**config.mk**
```make
export PLATFORM = sky130hd
export DESIGN_NAME = irq_presenter
export DESIGN_NICKNAME = d
export VERILOG_FILES = /design/src/rtl/ipres_pkg.sv /design/src/rtl/ipres_arbiter.sv /design/src/rtl/ipres_core.sv /design/src/rtl/ipres_evreg.sv /design/src/rtl/irq_presenter.sv
export SDC_FILE = /design/constraint.sdc
export NUM_CORES = 1
export LEC_CHECK = 0
export BUFFER_PORTS_ARGS = -buffer_cell sky130_fd_sc_hd__buf_2
export CORE_MARGIN = 1
export CORE_UTILIZATION = 42
export CTS_CLUSTER_SIZE = 28
export DETAILED_ROUTE_END_ITERATION = 6
export PLACE_DENSITY = 0.73
export SLEW_MARGIN = 40
export SYNTH_ARGS = -nofsm -noshare
export SYNTH_HDL_FRONTEND = slang
export SYNTH_SLANG_ARGS = --single-unit
```
**constraint.sdc**
```tcl
create_clock -name clk -period 5.5 [get_ports clk]
set_clock_uncertainty 0.2 [all_clocks]
set_input_delay 1.1 -clock clk [delete_from_list [all_inputs] [get_ports clk]]
set_output_delay 1.1 -clock clk [all_outputs]
set_load 0.005 [all_outputs]
```
**src/rtl/ipres_pkg.sv**
```systemverilog
package ipres_pkg;

  typedef enum logic [2:0] {
    OP_IDLE    = 3'd0,
    OP_ACCEPT  = 3'd1,
    OP_EOI     = 3'd2,
    OP_CPPR    = 3'd3,
    OP_MFRR    = 3'd4,
    OP_DELIVER = 3'd5
  } ipres_op_e;

  // channel index equals arbitration rank, lowest wins
  localparam int unsigned CHAN_N     = 5;
  localparam int unsigned CH_ACCEPT  = 0;
  localparam int unsigned CH_EOI     = 1;
  localparam int unsigned CH_CPPR    = 2;
  localparam int unsigned CH_MFRR    = 3;
  localparam int unsigned CH_DELIVER = 4;

  function automatic ipres_op_e grant_op(input logic [CHAN_N-1:0] g);
    ipres_op_e r;
    r = OP_IDLE;
    for (int i = CHAN_N - 1; i >= 0; i--) begin
      if (g[i]) r = ipres_op_e'(3'(i + 1));
    end
    return r;
  endfunction

endpackage

```
**src/rtl/ipres_arbiter.sv**
```systemverilog
module ipres_arbiter #(
  parameter int unsigned N = 5
) (
  input  logic [N-1:0] req,
  output logic [N-1:0] gnt
);

  logic [N:0] taken;

  assign taken[0] = 1'b0;

  for (genvar i = 0; i < N; i++) begin : g_slot
    assign gnt[i]       = req[i] & ~taken[i];
    assign taken[i + 1] = taken[i] | req[i];
  end

endmodule

```
**src/rtl/ipres_core.sv**
```systemverilog
module ipres_core
  import ipres_pkg::*;
#(
  parameter int unsigned ID_W   = 24,
  parameter int unsigned PRI_W  = 8,
  parameter int unsigned IPI_ID = 2
) (
  input  logic                     clk,
  input  logic                     rst_n,
  input  ipres_op_e                op,
  input  logic [ID_W-1:0]          arg_id,
  input  logic [PRI_W-1:0]         arg_pri,
  output logic                     irq_out,
  output logic                     ev_rej,
  output logic [ID_W-1:0]          ev_rej_id,
  output logic                     ev_resend,
  output logic                     ev_acc,
  output logic [PRI_W+ID_W-1:0]    ev_acc_data,
  output logic                     ev_eoi,
  output logic [ID_W-1:0]          ev_eoi_id
);

  localparam logic [PRI_W-1:0] PRI_NONE = {PRI_W{1'b1}};
  localparam logic [ID_W-1:0]  ID_IPI   = ID_W'(IPI_ID);
  localparam logic [ID_W-1:0]  ID_NONE  = '0;

  logic [PRI_W-1:0] cppr_q, mfrr_q, ppri_q;
  logic [ID_W-1:0]  xisr_q;
  logic             nr_q;

  logic [PRI_W-1:0] cppr_d, mfrr_d, ppri_d;
  logic [ID_W-1:0]  xisr_d;
  logic             nr_d;

  logic             do_lower;
  logic [PRI_W-1:0] lower_val;
  logic [ID_W-1:0]  disp_id;
  logic             dlv_ok;

  assign dlv_ok = (cppr_q > arg_pri) && (mfrr_q > arg_pri) && (ppri_q > arg_pri);

  always_comb begin
    cppr_d      = cppr_q;
    mfrr_d      = mfrr_q;
    ppri_d      = ppri_q;
    xisr_d      = xisr_q;
    nr_d        = nr_q;
    do_lower    = 1'b0;
    lower_val   = arg_pri;
    disp_id     = ID_NONE;
    ev_resend   = 1'b0;
    ev_acc      = 1'b0;
    ev_acc_data = {cppr_q, xisr_q};
    ev_eoi      = 1'b0;
    ev_eoi_id   = arg_id;

    unique case (op)
      OP_ACCEPT: begin
        ev_acc = 1'b1;
        if (xisr_q != ID_NONE) begin
          cppr_d = ppri_q;
          ppri_d = PRI_NONE;
          xisr_d = ID_NONE;
        end
      end
      OP_EOI: begin
        do_lower = 1'b1;
        ev_eoi   = (arg_id != ID_IPI);
      end
      OP_CPPR: begin
        if (arg_pri > cppr_q) begin
          do_lower = 1'b1;
        end else if (arg_pri < cppr_q) begin
          cppr_d = arg_pri;
          if (arg_pri <= ppri_q) begin
            disp_id = xisr_q;
            xisr_d  = ID_NONE;
            ppri_d  = PRI_NONE;
          end
        end
      end
      OP_MFRR: begin
        mfrr_d = arg_pri;
        if ((arg_pri < cppr_q) && (arg_pri <= ppri_q)) begin
          disp_id = xisr_q;
          xisr_d  = ID_IPI;
          ppri_d  = arg_pri;
        end
        if (arg_pri > mfrr_q) begin
          ev_resend = nr_q;
          nr_d      = 1'b0;
        end
      end
      OP_DELIVER: begin
        if (dlv_ok) begin
          disp_id = xisr_q;
          xisr_d  = arg_id;
          ppri_d  = arg_pri;
        end else begin
          nr_d = 1'b1;
        end
      end
      default: ;
    endcase

    // shared lowering path for end-of-interrupt and set-current-larger
    if (do_lower) begin
      cppr_d = lower_val;
      if ((mfrr_q < lower_val) && (mfrr_q <= ppri_q)) begin
        disp_id = xisr_q;
        xisr_d  = ID_IPI;
        ppri_d  = mfrr_q;
      end
      ev_resend = nr_q;
      nr_d      = 1'b0;
    end
  end

  assign ev_rej    = (disp_id != ID_NONE) && (disp_id != ID_IPI);
  assign ev_rej_id = disp_id;
  assign irq_out   = (xisr_q != ID_NONE) && (ppri_q < cppr_q);

  always_ff @(posedge clk or negedge rst_n) begin
    if (!rst_n) begin
      cppr_q <= '0;
      mfrr_q <= PRI_NONE;
      ppri_q <= PRI_NONE;
      xisr_q <= ID_NONE;
      nr_q   <= 1'b0;
    end else begin
      cppr_q <= cppr_d;
      mfrr_q <= mfrr_d;
      ppri_q <= ppri_d;
      xisr_q <= xisr_d;
      nr_q   <= nr_d;
    end
  end

  p_reset_state_r12: assert property (@(posedge clk) disable iff (!rst_n)
    $rose(rst_n) |-> (cppr_q == '0 && mfrr_q == PRI_NONE && ppri_q == PRI_NONE
                      && xisr_q == ID_NONE && !nr_q));

  p_deliver_refused_r2: assert property (@(posedge clk) disable iff (!rst_n)
    (op == OP_DELIVER && !dlv_ok) |=> (nr_q && $stable(xisr_q) && $stable(cppr_q)));

  p_deliver_raises_line_r1: assert property (@(posedge clk) disable iff (!rst_n)
    (op == OP_DELIVER && dlv_ok && arg_id != ID_NONE) |=> irq_out);

  p_accept_empties_r4: assert property (@(posedge clk) disable iff (!rst_n)
    (op == OP_ACCEPT && xisr_q != ID_NONE) |=> (xisr_q == ID_NONE && ppri_q == PRI_NONE && !irq_out));

  p_equal_cppr_noop_r9: assert property (@(posedge clk) disable iff (!rst_n)
    (op == OP_CPPR && arg_pri == cppr_q) |=>
      ($stable(cppr_q) && $stable(xisr_q) && $stable(ppri_q) && $stable(nr_q)));

  p_raise_clears_r8: assert property (@(posedge clk) disable iff (!rst_n)
    (op == OP_CPPR && arg_pri < cppr_q && arg_pri <= ppri_q) |=> (xisr_q == ID_NONE && !irq_out));

  p_lower_clears_flag_r7: assert property (@(posedge clk) disable iff (!rst_n)
    (op == OP_EOI) |=> !nr_q);

endmodule

```
**src/rtl/ipres_evreg.sv**
```systemverilog
module ipres_evreg #(
  parameter int unsigned ID_W   = 24,
  parameter int unsigned PRI_W  = 8,
  parameter int unsigned IPI_ID = 2
) (
  input  logic                  clk,
  input  logic                  rst_n,
  input  logic                  in_rej,
  input  logic [ID_W-1:0]       in_rej_id,
  input  logic                  in_resend,
  input  logic                  in_acc,
  input  logic [PRI_W+ID_W-1:0] in_acc_data,
  input  logic                  in_eoi,
  input  logic [ID_W-1:0]       in_eoi_id,
  output logic                  rej_valid,
  output logic [ID_W-1:0]       rej_id,
  output logic                  resend_pulse,
  output logic                  xirr_valid,
  output logic [PRI_W+ID_W-1:0] xirr_data,
  output logic                  eoi_fwd_valid,
  output logic [ID_W-1:0]       eoi_fwd_id
);

  localparam logic [ID_W-1:0] ID_IPI = ID_W'(IPI_ID);

  always_ff @(posedge clk or negedge rst_n) begin
    if (!rst_n) begin
      rej_valid     <= 1'b0;
      rej_id        <= '0;
      resend_pulse  <= 1'b0;
      xirr_valid    <= 1'b0;
      xirr_data     <= '0;
      eoi_fwd_valid <= 1'b0;
      eoi_fwd_id    <= '0;
    end else begin
      rej_valid     <= in_rej;
      resend_pulse  <= in_resend;
      xirr_valid    <= in_acc;
      eoi_fwd_valid <= in_eoi;
      if (in_rej) rej_id     <= in_rej_id;
      if (in_acc) xirr_data  <= in_acc_data;
      if (in_eoi) eoi_fwd_id <= in_eoi_id;
    end
  end

  p_reject_id_legal_r11: assert property (@(posedge clk) disable iff (!rst_n)
    rej_valid |-> (rej_id != '0 && rej_id != ID_IPI));

  p_no_ipi_eoi_r10: assert property (@(posedge clk) disable iff (!rst_n)
    eoi_fwd_valid |-> (eoi_fwd_id != ID_IPI));

endmodule

```
**src/rtl/irq_presenter.sv**
```systemverilog
module irq_presenter
  import ipres_pkg::*;
#(
  parameter int unsigned ID_W   = 24,
  parameter int unsigned PRI_W  = 8,
  parameter int unsigned IPI_ID = 2,
  localparam int unsigned WORD_W = PRI_W + ID_W
) (
  input  logic              clk,
  input  logic              rst_n,
  input  logic              acc_valid,
  output logic              acc_ready,
  input  logic              eoi_valid,
  output logic              eoi_ready,
  input  logic [WORD_W-1:0] eoi_word,
  input  logic              cppr_valid,
  output logic              cppr_ready,
  input  logic [PRI_W-1:0]  cppr_val,
  input  logic              mfrr_valid,
  output logic              mfrr_ready,
  input  logic [PRI_W-1:0]  mfrr_val,
  input  logic              dlv_valid,
  output logic              dlv_ready,
  input  logic [ID_W-1:0]   dlv_id,
  input  logic [PRI_W-1:0]  dlv_pri,
  output logic              irq_out,
  output logic              xirr_valid,
  output logic [WORD_W-1:0] xirr_data,
  output logic              rej_valid,
  output logic [ID_W-1:0]   rej_id,
  output logic              resend_pulse,
  output logic              eoi_fwd_valid,
  output logic [ID_W-1:0]   eoi_fwd_id
);

  logic [CHAN_N-1:0] req, gnt;
  ipres_op_e         op;
  logic [ID_W-1:0]   arg_id;
  logic [PRI_W-1:0]  arg_pri;

  logic              ev_rej, ev_resend, ev_acc, ev_eoi;
  logic [ID_W-1:0]   ev_rej_id, ev_eoi_id;
  logic [WORD_W-1:0] ev_acc_data;

  assign req[CH_ACCEPT]  = acc_valid;
  assign req[CH_EOI]     = eoi_valid;
  assign req[CH_CPPR]    = cppr_valid;
  assign req[CH_MFRR]    = mfrr_valid;
  assign req[CH_DELIVER] = dlv_valid;

  ipres_arbiter #(.N(CHAN_N)) u_arb (
    .req (req),
    .gnt (gnt)
  );

  assign acc_ready  = gnt[CH_ACCEPT];
  assign eoi_ready  = gnt[CH_EOI];
  assign cppr_ready = gnt[CH_CPPR];
  assign mfrr_ready = gnt[CH_MFRR];
  assign dlv_ready  = gnt[CH_DELIVER];

  assign op = grant_op(gnt);

  always_comb begin
    arg_id  = dlv_id;
    arg_pri = dlv_pri;
    unique case (op)
      OP_EOI: begin
        arg_id  = eoi_word[ID_W-1:0];
        arg_pri = eoi_word[WORD_W-1:ID_W];
      end
      OP_CPPR: arg_pri = cppr_val;
      OP_MFRR: arg_pri = mfrr_val;
      default: ;
    endcase
  end

  ipres_core #(.ID_W(ID_W), .PRI_W(PRI_W), .IPI_ID(IPI_ID)) u_core (
    .clk         (clk),
    .rst_n       (rst_n),
    .op          (op),
    .arg_id      (arg_id),
    .arg_pri     (arg_pri),
    .irq_out     (irq_out),
    .ev_rej      (ev_rej),
    .ev_rej_id   (ev_rej_id),
    .ev_resend   (ev_resend),
    .ev_acc      (ev_acc),
    .ev_acc_data (ev_acc_data),
    .ev_eoi      (ev_eoi),
    .ev_eoi_id   (ev_eoi_id)
  );

  ipres_evreg #(.ID_W(ID_W), .PRI_W(PRI_W), .IPI_ID(IPI_ID)) u_evreg (
    .clk           (clk),
    .rst_n         (rst_n),
    .in_rej        (ev_rej),
    .in_rej_id     (ev_rej_id),
    .in_resend     (ev_resend),
    .in_acc        (ev_acc),
    .in_acc_data   (ev_acc_data),
    .in_eoi        (ev_eoi),
    .in_eoi_id     (ev_eoi_id),
    .rej_valid     (rej_valid),
    .rej_id        (rej_id),
    .resend_pulse  (resend_pulse),
    .xirr_valid    (xirr_valid),
    .xirr_data     (xirr_data),
    .eoi_fwd_valid (eoi_fwd_valid),
    .eoi_fwd_id    (eoi_fwd_id)
  );

  p_one_op_taken_r13: assert property (@(posedge clk) disable iff (!rst_n)
    (acc_valid && $past(acc_valid) && $past(dlv_valid) && dlv_valid) |-> !dlv_ready);

  p_pulse_single_r14: assert property (@(posedge clk) disable iff (!rst_n)
    (xirr_valid && !$past(acc_ready)) |-> 1'b0);

endmodule

```
==> results.sh, run 1 <==
export IMPL_drive_gt1_share_pct=35.3
export IMPL_fillerInstances=1426
export IMPL_cts_max_path_buffers=2
export IMPL_tightest_slew_ns=0.824
export IMPL_detail_route_wl_per_cell_um=18.4
export IMPL_critical_path_max_fanout=16
export IMPL_period_share_pct=85.1
export IMPL_number_of_antenna_violations_at_the_first_check_in_global_routing=0
export IMPL_synth_top_cells_by_count="sky130_fd_sc_hd__dfrtp_1, sky130_fd_sc_hd__nand2_1, sky130_fd_sc_hd__a22o_1, sky130_fd_sc_hd__ha_1, sky130_fd_sc_hd__mux2_2"
export IMPL_synth_top_cell_by_area="sky130_fd_sc_hd__dfrtp_1"
export IMPL_grt_pass1_vias=5441
export IMPL_timing_critical_path_cells="buf_2 > nor2_1 > nand2_1 > inv_1 > nor2_2 > nand2_1 > nand3_1 > o21a_1 > inv_1 > ha_1 > a21oi_1 > a21boi_0 > or3_1 > o211a_1 > nand2_1 > a31o_1 > buf_4 > a22o_1"
export IMPL_synth_edff_count=0
export IMPL_place_hpwl_mm=14.1
export IMPL_cts_hold_fix_buffers=0
export IMPL_insertedDiodeCount=0
export IMPL_timing_critical_path_required_ns=5.65
export IMPL_worstPathBufferInverterCount=4
export IMPL_maximum_number_of_pins_on_one_net_before_global_route_repair=92
export IMPL_floorplan_die_width_um=130
export IMPL_timing_max_cap_violations=0
export IMPL_mapped_cell_area_um2=6900
export IMPL_routed_wl_mm=18.9
export IMPL_clock_insertion_delay_worst_skew_ns=0.42
export IMPL_rsz0062_at_grt="false"
export IMPL_tns_ns=0
export IMPL_relSlewSlack_pct=43.5
export IMPL_synthesis_yosys_warnings=0
export IMPL_outcome="complete, no violations"
export IMPL_syn_mean_instance_area_um2=11.0
export IMPL_worst_setup_path_type="input pin to flop"
export IMPL_cts_tree="yes"
export IMPL_ctsResizeCount=0
export IMPL_die_outline_area_um2=16900
export IMPL_syn_instance_count=625
export IMPL_drtIter0Drc=450
export IMPL_synth_async_sr_flop_share_pct=100
export IMPL_synth_top_flop_cell="sky130_fd_sc_hd__dfrtp_1"
export IMPL_firstDrtPassIters=5
export IMPL_remaining_drc_errors=0
export IMPL_area_added_between_synthesis_and_finish_pct=23.9
export IMPL_ys_seq_elements=133
export IMPL_clock_sink_count=133
export IMPL_finalHoldWorstSlack_ns=0.282
export IMPL_final_nets=923
export IMPL_die_height_um=130
export IMPL_setup_viol_count_final=0
export IMPL_root_buffer_master="sky130_fd_sc_hd__clkbuf_16"
export IMPL_place_gp_congestion=0.901
export IMPL_holdCritPathClass="flop to flop"
export IMPL_grt_ovfl_total=0
export IMPL_p_leak_uw=0.00438
export IMPL_crit_arrival_ns=4.83
export IMPL_netlist_top_cells_area="sky130_fd_sc_hd__dfrtp_1, sky130_fd_sc_hd__ha_1, sky130_fd_sc_hd__dfstp_2"
export IMPL_start_util_pct=43.3
export IMPL_pin_count=177
export IMPL_final_hold_viol_count=0
export IMPL_synth_net_count=751
export IMPL_detailroute_via_count=5606
export IMPL_multi_input_area_um2=3230
export IMPL_crit_family="simple AND/OR/NAND/NOR gates"
export IMPL_synth_most_common_cell="sky130_fd_sc_hd__dfrtp_1"
export IMPL_grt_pass1_wl_mm=29.2
export IMPL_path_clk_slew_ns=0.06
export IMPL_htreeDepth=4
export IMPL_yosysSeqAreaShare_pct=48.5
export IMPL_place_port_buffers=176
export IMPL_post_cts_buffers=0
export IMPL_final_min_clock_period_ns=4.68
export IMPL_antenna_left=0
export IMPL_drt_vias_per_instance=5.46
export IMPL_synthDistinctLibCells=53
export IMPL_timing_critical_path_from_type="input pin"
export IMPL_cts_made_buffers=17
export IMPL_core_region_area_um2=15900
export IMPL_register_area_um2=3350
export IMPL_critical_path_max_stage_delay_ns=0.48
export IMPL_path_common_cell="sky130_fd_sc_hd__nand2_1"
export IMPL_fmax_mhz=214
export IMPL_placement_rows=46
export IMPL_groute_usage_overall_pct=22.8
export IMPL_worst_setup_path_end_kind="flop"
export IMPL_slew_violations=0
export IMPL_cpMaxStageDelayCell="sky130_fd_sc_hd__nor2_2"
export IMPL_vdd_ir_drop_worst_uv=268
export IMPL_power_per_standard_cell_area_nw_per_um2=411
export IMPL_synth_largest_type_area_fraction_pct=42.4
worst paths after layout:
| path | from | to | slack, ns | depth (start not counted) |
|---|---|---|---|---|
| worst max-delay path | eoi_valid | u_evreg.rej_id[19] | 0.82 | 18 |
| worst min-delay path | u_evreg.eoi_fwd_id[1] | u_evreg.eoi_fwd_id[1] | 0.28 | 2 |
| worst max register to register | u_core.ppri_q[1] | u_evreg.rej_id[19] | 2.34 | 9 |
| worst min register to register | u_evreg.eoi_fwd_id[1] | u_evreg.eoi_fwd_id[1] | 0.28 | 2 |
| max in group asynchronous | rst_n | u_evreg.xirr_data[14] | 3.49 | 2 |
| min in group asynchronous | rst_n | u_evreg.xirr_data[24] | 0.53 | 1 |
cell usage in the layout, fill, tap and decap left out, drive strengths merged, types with 2 or more instances in the layout:
master and n:
nand3 22, o21ai 29, o2bb2ai 23, nor4 11, o211a 2, o2111a 9, o21a 11, dfstp 16
mux2 34, a21boi 2, a22o 46, buf 189, o31ai 2, a21o 2, nand3b 2, a21oi 31
nand2b 3, a22oi 8, nand2 57, nand4 8, nor2b 4, nor2 27, or3 4, ha 39
inv 35, bufinv 2, clkinvlp 5, o211ai 3, a211o 8, mux2i 24, clkinv 2, dfrtp 117
clkbuf 20, nor3 5
cell families after synthesis:
family / count (synthesis) / synth area share, %
multiplexers: 58 / 9.08
adder cells (fa/ha/maj): 39 / 7.07
AND/OR/NAND/NOR: 146 / 10.3
buffers and inverters: 68 / 4.75
flip-flops: 133 / 48.5
AO/OA/AOI/OAI: 181 / 20.3
worst reg2reg max path: stages, from the launching register on:
cell	delay, ns
sky130_fd_sc_hd__dfstp_2	0.62
sky130_fd_sc_hd__ha_1	0.27
sky130_fd_sc_hd__nor2b_1	0.14
sky130_fd_sc_hd__o211ai_1	0.18
sky130_fd_sc_hd__a21oi_1	0.12
sky130_fd_sc_hd__or3_1	0.44
sky130_fd_sc_hd__nand4_4	0.22
sky130_fd_sc_hd__a31o_1	0.47
sky130_fd_sc_hd__buf_4	0.29
sky130_fd_sc_hd__a22o_1	0.15
state kept, by name, summed over array words and instances (netlist names), 8 cells and up:
register            flops
u_core.ppri_q           8
u_core.xisr_q          24
u_core.mfrr_q           8
u_evreg.xirr_data      32
u_core.cppr_q           8
u_evreg.rej_id         24
u_evreg.eoi_fwd_id     24
cell type report:
type | count | area share [%]
clock inverter | 13 | 1.71
sequential | 133 | 39.2
clock buffer | 19 | 5.18
multi-input combinational | 424 | 37.8
inverter | 31 | 1.36
tap | 216 | 3.16
timing repair buffer | 190 | 11.7
routing by layer:
layer	track usage, %	part of all wire [%]
met3	3.73	3.8
met2	34.9	47
met1	31.8	47
met4	9.85	2.3
met5	0	0
through the flow:
step                      utilization (%)  power, µW  cells  setup WS (ns)  instance area [µm²]
after floorplan                         -       2030    625           1.31                 6900
final                                53.6       3520   1026          0.820                 8550
after global placement               49.8       2380    992          0.477                 7940
after detailed placement             49.9       2400    994          0.389                 7960
after CTS                            53.6       3540   1026          0.830                 8550
after global routing                 53.6       3730   1026          0.487                 8550
power breakdown:
| group | leakage (µW) | switching (µW) | internal [µW] |
|---|---|---|---|
| Clock | 0.000273 | 439 | 684 |
| Sequential | 0.00172 | 150 | 1170 |
| Combinational | 0.00239 | 603 | 469 |
Note: power is estimated with default switching activity, not from simulation.
==> run 2, diff against run 1 <==
--- a/config.mk
+++ b/config.mk
@@ -6,4 +6,5 @@
 export NUM_CORES = 1
 export LEC_CHECK = 0
+export ABC_AREA = 1
 export BUFFER_PORTS_ARGS = -buffer_cell sky130_fd_sc_hd__buf_2
 export CORE_MARGIN = 1
@@ -11,5 +12,5 @@
 export CTS_CLUSTER_SIZE = 28
 export DETAILED_ROUTE_END_ITERATION = 6
-export PLACE_DENSITY = 0.73
+export PLACE_DENSITY = 0.72
 export SLEW_MARGIN = 40
 export SYNTH_ARGS = -nofsm -noshare
==> constraint.sdc (replaced) <==
create_clock -name clk -period 5.5 [get_ports clk]
set_clock_uncertainty 0.2 [all_clocks]
set_input_delay 1.1 -clock clk [delete_from_list [all_inputs] [get_ports clk]]
set_output_delay 1.1 -clock clk [all_outputs]
set_load 0.02 [all_outputs]
==> results.sh, run 2 <==
export IMPL_timing_critical_path_cells="buf_2 > inv_1 > nand3_1 > nor2_1 > buf_4 > nor2_1 > nand2_1 > inv_1 > nand2_1 > nand3_1 > ha_1 > a21oi_1 > nor2_1 > nor2_1 > nand2_1 > nand3_1 > nand2_1 > nand2_1 > buf_4 > nand3_2 > o41ai_4 > buf_4 > nand4_1 > nand2_1"
export IMPL_p_leak_uw=0.00516
export IMPL_path_clk_slew_ns=0.06
export IMPL_synth_top_flop_cell="sky130_fd_sc_hd__dfrtp_1"
export IMPL_drtIter0Drc=581
export IMPL_wl_met1_mm=10.1
export IMPL_htreeDepth=4
export IMPL_synth_net_count=1046
export IMPL_grt_ovfl_total=0
export IMPL_fmax_mhz=223
export IMPL_worst_setup_path_type="input pin to flop"
export IMPL_synth_largest_type_area_fraction_pct=40.5
export IMPL_synth_async_sr_flop_share_pct=100
export IMPL_end_point_of_the_worst_hold_path="u_evreg.xirr_data[14]"
export IMPL_rsz0062_at_grt="false"
export IMPL_yosysSeqAreaShare_pct=46.4
export IMPL_mostFrequentLayoutCell="sky130_fd_sc_hd__nand2_1"
export IMPL_place_port_buffers=176
export IMPL_ctsResizeCount=0
export IMPL_antenna_left=0
export IMPL_remaining_drc_errors=0
export IMPL_timing_critical_path_from_type="input pin"
export IMPL_final_nets=1216
export IMPL_firstDrtPassIters=5
export IMPL_insertedDiodeCount=0
export IMPL_multi_input_area_um2=3240
export IMPL_cts_hold_fix_buffers=0
export IMPL_timing_max_cap_violations=0
export IMPL_crit_arrival_ns=4.65
export IMPL_synth_top_cells_by_count="sky130_fd_sc_hd__nand2_1, sky130_fd_sc_hd__inv_1, sky130_fd_sc_hd__dfrtp_1, sky130_fd_sc_hd__o21ai_0, sky130_fd_sc_hd__nor2_1"
export IMPL_syn_mean_instance_area_um2=7.85
export IMPL_postLayoutCellArea_um2=8960
export IMPL_final_hold_viol_count=0
export IMPL_met2RoutedLength_mm=9.37
export IMPL_core_region_area_um2=16700
export IMPL_tightest_slew_ns=0.763
export IMPL_cts_made_buffers=17
export IMPL_outcome="complete, no violations"
export IMPL_die_outline_area_um2=17700
export IMPL_placement_rows=47
export IMPL_power_per_standard_cell_area_nw_per_um2=415
export IMPL_synth_top_cell_by_area="sky130_fd_sc_hd__dfrtp_1"
export IMPL_place_hpwl_mm=15.9
export IMPL_number_of_cells_traversed_by_the_worst_register_to_register_path=15
export IMPL_top_register="u_evreg.xirr_data"
export IMPL_synthDistinctLibCells=34
export IMPL_fillerInstances=1625
export IMPL_die_height_um=133
export IMPL_maximum_number_of_pins_on_one_net_before_global_route_repair=105
export IMPL_reg2reg_to="u_evreg.rej_id[11]"
export IMPL_area_added_between_synthesis_and_finish_pct=24.2
export IMPL_place_gp_congestion=0.966
export IMPL_commonest_cells_after_routing_fill_and_taps_aside="sky130_fd_sc_hd__nand2_1, sky130_fd_sc_hd__buf_2, sky130_fd_sc_hd__inv_1"
export IMPL_post_cts_buffers=0
export IMPL_path_common_cell="sky130_fd_sc_hd__nand2_1"
export IMPL_timing_rr_start="u_core.cppr_q[3]"
export IMPL_holdCritPathClass="flop to flop"
export IMPL_period_share_pct=81.6
export IMPL_start_util_pct=43.2
export IMPL_critical_path_max_fanout=15
export IMPL_pin_count=177
export IMPL_number_of_antenna_violations_at_the_first_check_in_global_routing=0
export IMPL_largest_reg_flops=32
export IMPL_critical_path_max_stage_delay_ns=0.35
export IMPL_post_layout_total_power_uw=3720
export IMPL_ys_seq_elements=133
export IMPL_wl_met3_mm=1.66
export IMPL_slew_violations=0
export IMPL_crit_path_start="eoi_valid"
export IMPL_timing_critical_path_required_ns=5.67
export IMPL_mapped_cell_area_um2=7220
export IMPL_setup_viol_count_final=0
export IMPL_grt_pass1_wl_mm=34.7
export IMPL_tns_ns=0
export IMPL_clock_sink_count=133
export IMPL_synth_edff_count=0
export IMPL_synthesis_yosys_warnings=0
export IMPL_synth_most_common_cell="sky130_fd_sc_hd__nand2_1"
export IMPL_worst_setup_path_end_kind="flop"
export IMPL_detail_route_wl_per_cell_um=16.2
export IMPL_top_routing_layer_used="met4"
export IMPL_vdd_ir_drop_worst_uv=320
export IMPL_hp_start="u_evreg.xirr_data[14]"
export IMPL_routed_wl_mm=21.4
export IMPL_placed_area_um2=8330
export IMPL_drive_gt1_share_pct=22.8
export IMPL_syn_instance_count=920
export IMPL_floorplan_die_width_um=133
export IMPL_worst_r2r_setup_slack_ns=2.42
export IMPL_relSlewSlack_pct=48.9
export IMPL_grt_pass1_vias=6532
export IMPL_root_buffer_master="sky130_fd_sc_hd__clkbuf_16"
export IMPL_clock_insertion_delay_worst_skew_ns=0.43
export IMPL_cts_tree="yes"
export IMPL_cpMaxStageDelayCell="sky130_fd_sc_hd__nand3_2"
export IMPL_detailroute_via_count=6900
export IMPL_groute_usage_overall_pct=25.2
export IMPL_netlist_top_cells_area="sky130_fd_sc_hd__dfrtp_1, sky130_fd_sc_hd__nand2_1, sky130_fd_sc_hd__ha_1"
export IMPL_register_area_um2=3350
export IMPL_holdPathStages=2
export IMPL_drt_vias_per_instance=5.22
export IMPL_final_min_clock_period_ns=4.49
export IMPL_cts_max_path_buffers=2
[run 2: changes by cell type in the layout (fill, tap and decap cells not counted), moves of 22 or more]
cell                        change
sky130_fd_sc_hd__o21ai_1       +22
sky130_fd_sc_hd__mux2i_1       -23
sky130_fd_sc_hd__inv_1         +90
sky130_fd_sc_hd__mux2_2        -32
sky130_fd_sc_hd__o21ai_0       +36
sky130_fd_sc_hd__a22o_1        -46
sky130_fd_sc_hd__nor2_1        +34
sky130_fd_sc_hd__o2bb2ai_1     -23
sky130_fd_sc_hd__nand4_1       +24
sky130_fd_sc_hd__nand2_1      +233
[run 2: cell families (layout without fill, tap and decap cells)]
kind of cell	count (synthesis)	after routing	synth area share [%]
compound gates	165	165	13.5
flops	133	133	46.4
buf+inv	163	346	9.25
mux	1	1	0.139
simple gates	419	419	24.0
fa+ha+maj	39	39	6.76
[run 2: per-layer routing]
metal	global-route usage, %	up-vias
li1	-	3341
met1	36.9	3236
met2	37.6	299
met3	6.05	24
met4	6.19	0
met5	0	-
[run 2: power breakdown]
group          internal (µW)  switching [µW]  total, µW
registers               1180             155       1330
logic                    439             785       1220
clock network            693             477       1170
[run 2: worst max path at each step]
| stage | end | cells past startpoint |
|---|---|---|
| finish | u_evreg.rej_id[11] | 24 |
| global route | u_evreg.rej_id[11] | 24 |
| CTS | u_evreg.rej_id[11] | 24 |
| detailed placement | u_evreg.rej_id[11] | 23 |
| global placement | u_evreg.rej_id[1] | 22 |
| floorplan | u_evreg.rej_id[10] | 20 |
[run 2: critical path, delay by kind of cell]
family / cells / cell delay, ns
simple gates: 15 / 1.80
buf+inv: 6 / 1.08
compound gates: 2 / 0.40
fa+ha+maj: 1 / 0.25
[run 2: area by class of cell]
| class | count | area share (%) |
|---|---|---|
| sequential | 133 | 37.3 |
| multi-input combinational | 624 | 36.1 |
| timing repair buffer | 193 | 11.7 |
| inverter | 121 | 5.07 |
| clock buffer | 18 | 4.90 |
| tap | 220 | 3.07 |
| clock inverter | 14 | 1.83 |
[run 2: through the flow]
step | hold WS (ns) | setup WS [ns] | instances | utilization (%)
final | 0.267 | 1.01 | 1323 | 53.7
after global routing | 0.291 | 0.718 | 1323 | 53.7
after CTS | 0.270 | 1.12 | 1322 | 53.5
after detailed placement | 0.255 | 0.710 | 1290 | 49.9
after global placement | 0.250 | 0.801 | 1287 | 49.7
after floorplan | 0.271 | 1.57 | 920 | -
==> run 3, diff against run 2 <==
- ABC_AREA: 1 -> 0
- PLACE_DENSITY: 0.72 -> 0.75
- clock period: 5.5 -> 4.1 ns (I/O delays scaled with it)
==> results.sh, run 3 (synthesis results as in run 1) <==
export IMPL_outcome="complete, no violations"
export IMPL_drive_gt1_share_pct=37.4
export IMPL_p_leak_uw=0.00454
export IMPL_post_cts_buffers=0
export IMPL_cts_tree="yes"
export IMPL_largest_reg_flops=32
export IMPL_postLayoutCellArea_um2=8820
export IMPL_detailroute_via_count=5860
export IMPL_pin_count=177
export IMPL_critical_path_max_fanout=9
export IMPL_commonest_cells_after_routing_fill_and_taps_aside="sky130_fd_sc_hd__buf_2, sky130_fd_sc_hd__dfrtp_1, sky130_fd_sc_hd__nand2_1"
export IMPL_final_nets=952
export IMPL_cts_made_buffers=17
export IMPL_placed_area_um2=8220
export IMPL_cts_hold_fix_buffers=0
export IMPL_clock_insertion_delay_worst_skew_ns=0.41
export IMPL_fmax_mhz=260
export IMPL_drtIter0Drc=442
export IMPL_worst_setup_path_type="input pin to flop"
export IMPL_mostFrequentLayoutCell="sky130_fd_sc_hd__buf_2"
export IMPL_cts_max_path_buffers=2
export IMPL_die_outline_area_um2=16900
export IMPL_grt_ovfl_total=0
export IMPL_core_region_area_um2=15900
export IMPL_area_added_between_synthesis_and_finish_pct=27.8
export IMPL_timing_critical_path_required_ns=4.22
export IMPL_grt_pass1_vias=5796
export IMPL_crit_arrival_ns=3.97
export IMPL_ctsResizeCount=0
export IMPL_period_share_pct=93.9
export IMPL_tns_ns=0
export IMPL_htreeDepth=4
export IMPL_grt_pass1_wl_mm=30.8
export IMPL_groute_usage_overall_pct=24.2
export IMPL_maximum_number_of_pins_on_one_net_before_global_route_repair=110
export IMPL_post_layout_total_power_uw=4930
export IMPL_tightest_slew_ns=0.686
export IMPL_top_register="u_evreg.xirr_data"
export IMPL_slew_violations=0
export IMPL_timing_critical_path_from_type="input pin"
export IMPL_dpl_cell_count=1022
export IMPL_timing_max_cap_violations=0
export IMPL_place_gp_congestion=0.911
export IMPL_root_buffer_master="sky130_fd_sc_hd__clkbuf_16"
export IMPL_worst_r2r_setup_slack_ns=1.19
export IMPL_power_per_standard_cell_area_nw_per_um2=559
export IMPL_final_min_clock_period_ns=3.85
export IMPL_detail_route_wl_per_cell_um=19.0
export IMPL_holdCritPathClass="input pin to asynchronous set/reset pin"
export IMPL_firstDrtPassIters=5
export IMPL_insertedDiodeCount=0
export IMPL_die_height_um=130
export IMPL_drt_vias_per_instance=5.55
export IMPL_place_hpwl_mm=14.7
export IMPL_layout_core_utilization_pct=55.3
export IMPL_final_hold_viol_count=0
export IMPL_number_of_antenna_violations_at_the_first_check_in_global_routing=0
export IMPL_worst_setup_path_end_kind="flop"
export IMPL_rsz0062_at_grt="false"
export IMPL_vdd_ir_drop_worst_uv=282
export IMPL_antenna_left=0
export IMPL_routed_wl_mm=20.1
export IMPL_placement_rows=46
export IMPL_relSlewSlack_pct=54.3
export IMPL_fillerInstances=1379
export IMPL_start_util_pct=43.3
export IMPL_clock_sink_count=133
export IMPL_place_port_buffers=176
export IMPL_setup_viol_count_final=0
export IMPL_path_clk_slew_ns=0.06
export IMPL_final_cell_count_no_fill=1055
export IMPL_remaining_drc_errors=0
export IMPL_register_area_um2=3350
export IMPL_multi_input_area_um2=3230
export IMPL_floorplan_die_width_um=130
==> run 3: cell count changes in the layout (fill, tap and decap cells not counted), moves of 32 or more <==
cell,previous run,this run
sky130_fd_sc_hd__nor2_1,60,26
sky130_fd_sc_hd__o21ai_0,64,28
sky130_fd_sc_hd__mux2_2,0,32
sky130_fd_sc_hd__inv_1,118,28
sky130_fd_sc_hd__a22o_1,0,46
sky130_fd_sc_hd__nand2_1,290,57
==> run 3: cell type report <==
cell class	count	share of cell area [%]
clock buffers	22	5.38
multi-input cells	424	36.6
flip-flops and latches	133	38.0
well taps	216	3.06
inverters	31	1.32
clock inverters	10	1.11
repair buffers	219	14.6
==> run 3: through the flow <==
step | hold slack [ns] | setup WS (ns)
2_1_floorplan | 0.251 | 0.121
3_3_place_gp | 0.260 | 0.0302
3_5_place_dp | 0.274 | -0.0361
4_1_cts | 0.288 | 0.365
5_1_grt | 0.0935 | 0.108
6_report | 0.0878 | 0.248
==> run 3: routing by layer <==
metal  GRT usage (%)  up-vias  wire [µm]  share of wire, %
met2            36.9      232       9450                47
li1                -     2726          -                 -
met5               0        -          0                 0
met4            11.6        0        662               3.3
met3            5.90       46       1280               6.4
met1            32.3     2856       8670                43
==> run 3: report_power, final <==
group	internal (µW)	switching, µW
registers	1570	205
clock network	886	568
logic	712	989
total	3170	1760
==> run 3: critical path, stage by stage <==
cell                       delay, ns
sky130_fd_sc_hd__buf_2          0.12
sky130_fd_sc_hd__nor2_1         0.06
sky130_fd_sc_hd__nand2_1        0.08
sky130_fd_sc_hd__inv_1          0.10
sky130_fd_sc_hd__nor2_2         0.30
sky130_fd_sc_hd__nand2_1        0.11
sky130_fd_sc_hd__nand3_1        0.10
sky130_fd_sc_hd__o21a_1         0.17
sky130_fd_sc_hd__inv_1          0.09
sky130_fd_sc_hd__ha_1           0.29
sky130_fd_sc_hd__nor2b_1        0.13
sky130_fd_sc_hd__o211ai_1       0.16
sky130_fd_sc_hd__a21oi_1        0.11
sky130_fd_sc_hd__or3_1          0.44
sky130_fd_sc_hd__a311oi_2       0.27
sky130_fd_sc_hd__buf_4          0.21
sky130_fd_sc_hd__o21ai_0        0.15
sky130_fd_sc_hd__a21oi_1        0.24
==> run 3: worst paths after layout <==
path / cells after the start / to / startpoint
min: 1 / u_evreg.xirr_data[24] / rst_n
min reg2reg: 2 / u_evreg.eoi_fwd_id[1] / u_evreg.eoi_fwd_id[1]
max: 18 / u_core.ppri_q[5] / eoi_valid
max reg2reg: 10 / u_evreg.rej_id[6] / u_core.ppri_q[1]
max in group asynchronous: 3 / u_evreg.xirr_data[14] / rst_n
min in group clk: 2 / u_evreg.eoi_fwd_id[1] / u_evreg.eoi_fwd_id[1]
